`src/rtl/ptr_pkg.sv`:
```
package ptr_pkg;
  parameter int VIS_W = 16;
  parameter int OFF_VIS_W = 8;
  localparam int PTR_IW = VIS_W + 1;
  localparam int OFF_IW = OFF_VIS_W + 1;

  typedef enum logic [2:0] {
    REG_CTRL = 3'd0,
    REG_P0   = 3'd1,
    REG_P1   = 3'd2,
    REG_BASE = 3'd3,
    REG_OFFS = 3'd4
  } regId_e;

  typedef struct packed {
    logic       ctrlWr;
    logic [1:0] dpWr;
    logic       baseWr;
    logic       offsWr;
    logic [1:0] dpStep;
    logic       offsStep;
    logic       stepDown;
    logic       useAccPtr;
    logic [1:0] accTgt;
  } strobe_t;

  function automatic logic [VIS_W-1:0] ptrView(logic [PTR_IW-1:0] v, logic word);
    return word ? v[VIS_W:1] : v[VIS_W-1:0];
  endfunction

  function automatic logic [PTR_IW-1:0] ptrLoad(logic [PTR_IW-1:0] v, logic word,
                                                logic [VIS_W-1:0] d);
    return word ? {d, v[0]} : {v[VIS_W], d};
  endfunction

  function automatic logic [PTR_IW-1:0] ptrStep(logic [PTR_IW-1:0] v, logic word, logic down);
    logic [VIS_W-1:0] w;
    w = ptrView(v, word) + (down ? {VIS_W{1'b1}} : VIS_W'(1));
    return ptrLoad(v, word, w);
  endfunction

  function automatic logic [OFF_VIS_W-1:0] offView(logic [OFF_IW-1:0] v, logic word);
    return word ? v[OFF_VIS_W:1] : v[OFF_VIS_W-1:0];
  endfunction

  function automatic logic [OFF_IW-1:0] offLoad(logic [OFF_IW-1:0] v, logic word,
                                                logic [OFF_VIS_W-1:0] d);
    return word ? {d, v[0]} : {v[OFF_VIS_W], d};
  endfunction

  function automatic logic [OFF_IW-1:0] offStep(logic [OFF_IW-1:0] v, logic word, logic down);
    logic [OFF_VIS_W-1:0] w;
    w = offView(v, word) + (down ? {OFF_VIS_W{1'b1}} : OFF_VIS_W'(1));
    return offLoad(v, word, w);
  endfunction
endpackage

```
`src/rtl/ptr_ctrl.sv`:
```
module ptr_ctrl
  import ptr_pkg::*;
(
  input  logic       clk,
  input  logic       rstN,
  input  logic       regWrEn,
  input  logic [2:0] regSel,
  input  logic [4:0] ctrlData,
  input  logic       accEn,
  input  logic       accWrite,
  input  logic [1:0] accPtr,
  input  logic [1:0] accStep,
  output strobe_t    stb,
  output logic [1:0] selQ,
  output logic [2:0] modeQ
);
  logic       doStep;
  logic [1:0] usePtr;
  logic [1:0] selNext;

  assign doStep = accEn && (accStep == 2'b01 || accStep == 2'b10);
  assign usePtr = (accEn && accWrite) ? accPtr : selQ;

  always_comb begin
    stb           = '0;
    stb.ctrlWr    = regWrEn && (regSel == REG_CTRL);
    stb.dpWr[0]   = regWrEn && (regSel == REG_P0);
    stb.dpWr[1]   = regWrEn && (regSel == REG_P1);
    stb.baseWr    = regWrEn && (regSel == REG_BASE);
    stb.offsWr    = regWrEn && (regSel == REG_OFFS);
    stb.dpStep[0] = doStep && (usePtr == 2'b00);
    stb.dpStep[1] = doStep && (usePtr == 2'b01);
    stb.offsStep  = doStep && usePtr[1];
    stb.stepDown  = (accStep == 2'b10);
    stb.useAccPtr = accEn && accWrite;
    stb.accTgt    = accPtr;
  end

  always_comb begin
    selNext = selQ;
    if (stb.ctrlWr)                    selNext = ctrlData[1:0];
    else if (stb.dpWr[0])              selNext = 2'b00;
    else if (stb.dpWr[1])              selNext = 2'b01;
    else if (stb.baseWr || stb.offsWr) selNext = 2'b10;
    else if (stb.useAccPtr)            selNext = accPtr[1] ? 2'b10 : accPtr;
  end

  always_ff @(posedge clk or negedge rstN) begin
    if (!rstN) begin
      selQ  <= '0;
      modeQ <= '0;
    end else begin
      selQ <= selNext;
      if (stb.ctrlWr) modeQ <= ctrlData[4:2];
    end
  end
endmodule

```
`src/rtl/ptr_datapath.sv`:
```
module ptr_datapath
  import ptr_pkg::*;
(
  input  logic             clk,
  input  logic             rstN,
  input  strobe_t          stb,
  input  logic [1:0]       selQ,
  input  logic [2:0]       modeQ,
  input  logic [VIS_W-1:0] regWrData,
  input  logic [2:0]       regRdSel,
  output logic [VIS_W-1:0] regRdData,
  output logic [VIS_W-1:0] memAddr,
  output logic             p0Hi,
  output logic [PTR_IW-1:0] baseOut
);
  logic [PTR_IW-1:0] dpQ   [2];
  logic [PTR_IW-1:0] dpNext[2];
  logic [PTR_IW-1:0] baseQ;
  logic [OFF_IW-1:0] offsQ;
  logic [OFF_IW-1:0] offsNext;
  logic [1:0]        tgt;

  for (genvar i = 0; i < 2; i++) begin : g_dp
    always_ff @(posedge clk or negedge rstN) begin
      if (!rstN)              dpQ[i] <= '0;
      else if (stb.dpWr[i])   dpQ[i] <= ptrLoad(dpQ[i], modeQ[i], regWrData);
      else if (stb.dpStep[i]) dpQ[i] <= ptrStep(dpQ[i], modeQ[i], stb.stepDown);
    end
    assign dpNext[i] = stb.dpStep[i] ? ptrStep(dpQ[i], modeQ[i], stb.stepDown) : dpQ[i];
  end

  always_ff @(posedge clk or negedge rstN) begin
    if (!rstN) begin
      baseQ <= '0;
      offsQ <= '0;
    end else begin
      if (stb.baseWr) baseQ <= ptrLoad(baseQ, modeQ[2], regWrData);
      if (stb.offsWr)
        offsQ <= offLoad(offsQ, modeQ[2], regWrData[OFF_VIS_W-1:0]);
      else if (stb.offsStep)
        offsQ <= offStep(offsQ, modeQ[2], stb.stepDown);
    end
  end

  assign offsNext = stb.offsStep ? offStep(offsQ, modeQ[2], stb.stepDown) : offsQ;
  assign tgt      = stb.useAccPtr ? stb.accTgt : selQ;

  always_comb begin
    if (tgt[1])
      memAddr = ptrView(baseQ, modeQ[2])
              + VIS_W'(offView(stb.useAccPtr ? offsNext : offsQ, modeQ[2]));
    else if (stb.useAccPtr)
      memAddr = ptrView(dpNext[tgt[0]], modeQ[tgt[0]]);
    else
      memAddr = ptrView(dpQ[tgt[0]], modeQ[tgt[0]]);
  end

  always_comb begin
    case (regRdSel)
      REG_CTRL: regRdData = VIS_W'({modeQ, selQ});
      REG_P0:   regRdData = ptrView(dpQ[0], modeQ[0]);
      REG_P1:   regRdData = ptrView(dpQ[1], modeQ[1]);
      REG_BASE: regRdData = ptrView(baseQ, modeQ[2]);
      REG_OFFS: regRdData = VIS_W'(offView(offsQ, modeQ[2]));
      default:  regRdData = '0;
    endcase
  end

  assign p0Hi    = dpQ[0][VIS_W];
  assign baseOut = baseQ;
endmodule

```
`src/rtl/ptr_unit.sv`:
```
module ptr_unit
  import ptr_pkg::*;
(
  input  logic        clk,
  input  logic        rstN,
  input  logic        regWrEn,
  input  logic [2:0]  regSel,
  input  logic [15:0] regWrData,
  input  logic [2:0]  regRdSel,
  output logic [15:0] regRdData,
  input  logic        accEn,
  input  logic        accWrite,
  input  logic [1:0]  accPtr,
  input  logic [1:0]  accStep,
  output logic [15:0] memAddr
);
  strobe_t           stb;
  logic [1:0]        selQ;
  logic [2:0]        modeQ;
  logic              p0Hi;
  logic [PTR_IW-1:0] baseQ;

  ptr_ctrl ctrl_i (
    .clk(clk), .rstN(rstN), .regWrEn(regWrEn), .regSel(regSel),
    .ctrlData(regWrData[4:0]), .accEn(accEn), .accWrite(accWrite),
    .accPtr(accPtr), .accStep(accStep), .stb(stb), .selQ(selQ), .modeQ(modeQ)
  );

  ptr_datapath dpath_i (
    .clk(clk), .rstN(rstN), .stb(stb), .selQ(selQ), .modeQ(modeQ),
    .regWrData(regWrData), .regRdSel(regRdSel), .regRdData(regRdData),
    .memAddr(memAddr), .p0Hi(p0Hi), .baseOut(baseQ)
  );
endmodule

```
`config.mk`:
```
export PLATFORM = sky130hd
export DESIGN_NAME = ptr_unit
export DESIGN_NICKNAME = d
export VERILOG_FILES = /design/src/rtl/ptr_pkg.sv /design/src/rtl/ptr_ctrl.sv /design/src/rtl/ptr_datapath.sv /design/src/rtl/ptr_unit.sv
export SDC_FILE = /design/constraint.sdc
export NUM_CORES = 1
export LEC_CHECK = 0
export ABC_AREA = 1
export BUFFER_PORTS_ARGS = -buffer_cell sky130_fd_sc_hd__buf_2
export CORE_ASPECT_RATIO = 1.2
export CORE_UTILIZATION = 50
export DETAILED_ROUTE_END_ITERATION = 10
export HOLD_SLACK_MARGIN = 0.02
export PLACE_DENSITY = 0.65
export SYNTH_ARGS = -nofsm -noshare
export SYNTH_HDL_FRONTEND = slang
export SYNTH_SLANG_ARGS = --single-unit
```
`constraint.sdc`:
```
create_clock -name clk -period 12.8 [get_ports clk]
set_input_delay 1.28 -clock clk [delete_from_list [all_inputs] [get_ports clk]]
set_output_delay 1.28 -clock clk [all_outputs]
set_load 0.005 [all_outputs]
```
==> results <==
- Global routing used 38.7% of the available tracks.
- The biggest area consumer among synthesized cells is sky130_fd_sc_hd__nand2_1.
- For the finished layout, the period the worst path requires is 7.06 ns.
- Of the cells placed in the final design, the portion with a size suffix greater than 1 is 9.07%.
- The first detailed-routing pass ran for 6 iterations.
- By count the netlist is led by sky130_fd_sc_hd__nand2_1 (612), sky130_fd_sc_hd__inv_1 (187), sky130_fd_sc_hd__nand3_1 (173), sky130_fd_sc_hd__o21ai_0 (94), sky130_fd_sc_hd__nor2_1 (80).
- The net count reported at finish is 1645.
- Yosys attributes the largest share of cell area to sky130_fd_sc_hd__nand2_1 (26%), sky130_fd_sc_hd__dfrtp_1 (19%), sky130_fd_sc_hd__nand3_1 (9.9%).
- The post-route antenna net violation count is 0.
- Input and output buffers added on the ports amount to 62.
- The share of the yosys chip area belonging to registers is 18.7%.
- The detailed-route via count is 10800.
- By startpoint and endpoint, the worst setup path is classified as input port to output pin.
- The number of hold violations in the final report is 0.
- The first global-routing pass estimated 52800 um of wire.
- In the final routed layout, each cell accounts on average for 18.8 um.
- Counting every sink on the clock net gives 65.
- The routed length on met2 is 15800 um.
- The critical-path maximum fanout is 32.
- 63 I/O pins were placed.
- At the end of routability-driven placement, the weighted congestion stood at 1.02.
- The cell area after synthesis is 8720 um2.
- The quantity of hold-fixing buffers added after cts is 0.
- The final design area excluding fillers is 9390 um2.
- The number of enable flip-flop cells after synthesis is 0.
- The area growth from synthesis to layout is 7.77%.
- The part of the cycle the worst path needs is 55.2%.
- The number of global-route vias before repair was 9859.
- After floorplanning, the core was sized to cover 17000 um2.
- The die is 147 um tall.
- The clock passes through at most 2 buffers.
- The worst setup slack after layout is 5.74 ns.
- Entering global routing, the biggest net connects 69 pins.
- The data arrival time at the worst-slack endpoint is 5.78 ns.
- The ratio of routed vias to standard cells is 5.93.
- The number of buffers created by CTS is 9.
- The number of slew-limit violations in the final report came to 0.
- The H-tree depth is 3.
- STA puts the critical path data required time at 11.52 ns.
- For this run, design rule violations remaining after detail routing come to 0.
- The number of rows in the core area is 52.
- The count of warnings emitted by yosys is 0.
- The number of design-rule violations left by the first detailed-router iteration is 1169.
- The number of diodes added for antenna fixing is 0.
- The run finished with clean final reports.
- After clock tree synthesis, the setup repair step added 0 buffers.
- The area of placed instances is 9110 um2.
- Timing analysis after detailed placement gives a worst setup slack of 5.75 ns.
- The number of distinct standard cells referenced by the synthesized netlist is 47.
- The clock root buffer master is sky130_fd_sc_hd__clkbuf_16.
- The hold path startpoint is dpath_i.baseOut[16]$_DFFE_PN0P_.
- The insertion delay of the later-clocked pin in the worst-skew pair is 0.34 ns.
- In this run the worst hold path is classified as flip-flop to flip-flop.
- The detailed placer's ending HPWL is 26900 um.
- The initial standard-cell utilization of the core is 51.3%.
- The endpoint of the lowest-slack register-to-register path is dpath_i.dpQ[21]$_DFF_PN0_.
- Counting every instance in the synthesized netlist gives 1572.
- After routing, the total negative slack on setup checks comes to 0 ns.
- A synthesized cell averages 5.55 um2.
- The most instantiated flip-flop cell in the synthesis netlist is sky130_fd_sc_hd__dfrtp_1.
- The minimum setup slack among reg-to-reg paths is 9.68 ns.
- The synthesized design contains 65 register bits.
- TritonCTS built the clock tree.
- The finished layout holds 1814 standard cells, fillers aside.
- Counting cells, the worst reg-to-reg path comes to 12.
- The horizontal die dimension is 123 um.
- The hold path endpoint is dpath_i.baseOut[16]$_DFFE_PN0P_.
- The overflow left after global routing is 0.
- The power per unit of standard cell area is 209 nW/um2.
- For the pin with the worst max-slew slack, the measured transition is 1.10 ns.
- The tool flagged a number of max-cap violations equal to 0.
- The length of routed met3 wiring is 3020 um.
- The floorplan step defined a die boundary enclosing 18000 um2.
- The most frequent cell after synthesis is sky130_fd_sc_hd__nand2_1.
- The worst setup path is captured at an output pin.
- The number of antenna violations at the first check in global routing was 0.
- The clock-pin slew on the worst setup and hold paths is 0.05 ns.
- The number of nets in the synthesized netlist is 1622.
- The fraction of synthesis flops using an asynchronous set or reset pin is 100%.
- Summed over all layers, the routed wires come to 34100 um.
- Between clock sinks in the finished design, the worst skew comes to 0.0132 ns.
- After detailed routing, the wire length on met1 is 13400 um.
- Derived from the worst setup path, the maximum achievable clock frequency is 142 MHz.
- Across the VDD grid, the largest voltage drop is 0.134 mV.
- Setup violations remaining at the end of the flow were counted as 0.
- The top routing layer in use is met4.
- In this run, post-CTS repair resized a total of 0 instances.
- Setup repair after global routing left no endpoint under its margin.
- The worst hold path stage count is 2.
- The startpoint identified for the worst register-to-register timing path is ctrl_i.selQ[0]$_DFFE_PN0P_.
- The worst setup path is launched from an input port.
- The worst slew margin relative to its limit is 26.2%.
- After detailed placement, the design holds a cell count of 1800.
- The leakage component of the power is 4.98 nW.
- Of the post-synthesis cell area, the dominant cell type holds 26.4%.
## kinds of logic (layout without fill, tap and decap cells)
kind of cell / after synthesis / in the layout / share of synthesized area [%]
and+or+nand+nor: 914 / 914 / 43.3
buffers and inverters: 275 / 301 / 12.6
AOI/OAI and AO/OA: 261 / 261 / 18.7
DFF: 65 / 65 / 18.7
xor gates and xnor gates: 35 / 35 / 3.60
adders and majority gates: 19 / 19 / 2.81
muxes: 3 / 3 / 0.344
## critical path, stage by stage
cell,delay (ns)
sky130_fd_sc_hd__buf_2,0.11
sky130_fd_sc_hd__nand2_2,0.49
sky130_fd_sc_hd__nand2_1,0.13
sky130_fd_sc_hd__o21ai_2,0.08
sky130_fd_sc_hd__buf_4,0.30
sky130_fd_sc_hd__nor2_1,0.13
sky130_fd_sc_hd__inv_1,0.19
sky130_fd_sc_hd__nor2_1,0.17
sky130_fd_sc_hd__inv_1,0.14
sky130_fd_sc_hd__o221ai_1,0.12
sky130_fd_sc_hd__o21ai_0,0.27
sky130_fd_sc_hd__nand2_1,0.08
sky130_fd_sc_hd__nand2_1,0.09
sky130_fd_sc_hd__ha_1,0.17
sky130_fd_sc_hd__inv_1,0.06
sky130_fd_sc_hd__fa_1,0.42
sky130_fd_sc_hd__nor2_1,0.12
sky130_fd_sc_hd__a211oi_1,0.07
sky130_fd_sc_hd__o21ai_0,0.28
sky130_fd_sc_hd__inv_1,0.07
sky130_fd_sc_hd__nor2_1,0.12
sky130_fd_sc_hd__o21a_1,0.17
sky130_fd_sc_hd__nand2_1,0.09
sky130_fd_sc_hd__nor2_1,0.13
sky130_fd_sc_hd__xor2_1,0.16
sky130_fd_sc_hd__nor2_1,0.05
sky130_fd_sc_hd__a21oi_1,0.13
sky130_fd_sc_hd__buf_2,0.13
## state kept, by name (all words and copies together) (netlist names)
name,flops
ctrl_i.modeQ,3
ctrl_i.selQ,2
dpath_i.baseOut,17
dpath_i.p0Hi,1
dpath_i.offsQ,9
dpath_i.dpQ,33
## worst max-delay path by stage
stage	startpoint	slack, ns	endpoint
floorplan	accStep[0]	6.91	memAddr[14]
global placement	accEn	5.83	memAddr[14]
detailed placement	accEn	5.75	memAddr[14]
CTS	accEn	5.75	memAddr[14]
global route	accEn	5.17	memAddr[15]
finish	accEn	5.74	memAddr[14]
## layout by cell type, fill, tap and decap left out, drive strengths merged, types with 3 or more instances in the layout
cell       n
nand2    629
inv      209
nand3    173
o21ai    111
nor2      86
buf       76
dfrtp     65
a21oi     55
o221ai    50
xor2      24
ha        18
a22oi     12
o211ai    12
xnor2     11
nor3      10
clkbuf    10
nand4      9
o22ai      5
clkinv     5
o21bai     4
o2111ai    4
or2        4
mux2i      3
## routing by layer
layer	up-vias	global-route usage (%)
met5	-	0
met1	4906	48.6
met2	559	63.3
li1	5165	-
met3	132	5.82
met4	0	20.0
## report_power, final
part	internal, mW	switching, mW
Sequential	0.288	0.0811
Clock	0.153	0.0909
Combinational	0.437	0.916
Total	0.879	1.09
## per-stage QoR
| stage | total power, mW | hold slack (ns) | util, % |
|---|---|---|---|
| after detailed placement | 1.68 | 0.483 | 53.6 |
| final | 1.97 | 0.493 | 55.3 |
| after global routing | 2.14 | 0.526 | 55.3 |
| after CTS | 1.93 | 0.499 | 55.3 |
| after floorplan | 1.31 | 0.453 | - |
| after global placement | 1.68 | 0.471 | 53.6 |
## cell type report
class / count / area [um2]
Fill cell: 1867 / 7590
Multi-Input combinational cell: 1232 / 6000
Sequential cell: 65 / 1630
Inverter: 211 / 792
Timing Repair Buffer: 76 / 415
Tap cell: 216 / 270
Clock buffer: 10 / 239
Clock inverter: 4 / 45.0
Note: power is estimated with default switching activity, not from simulation.
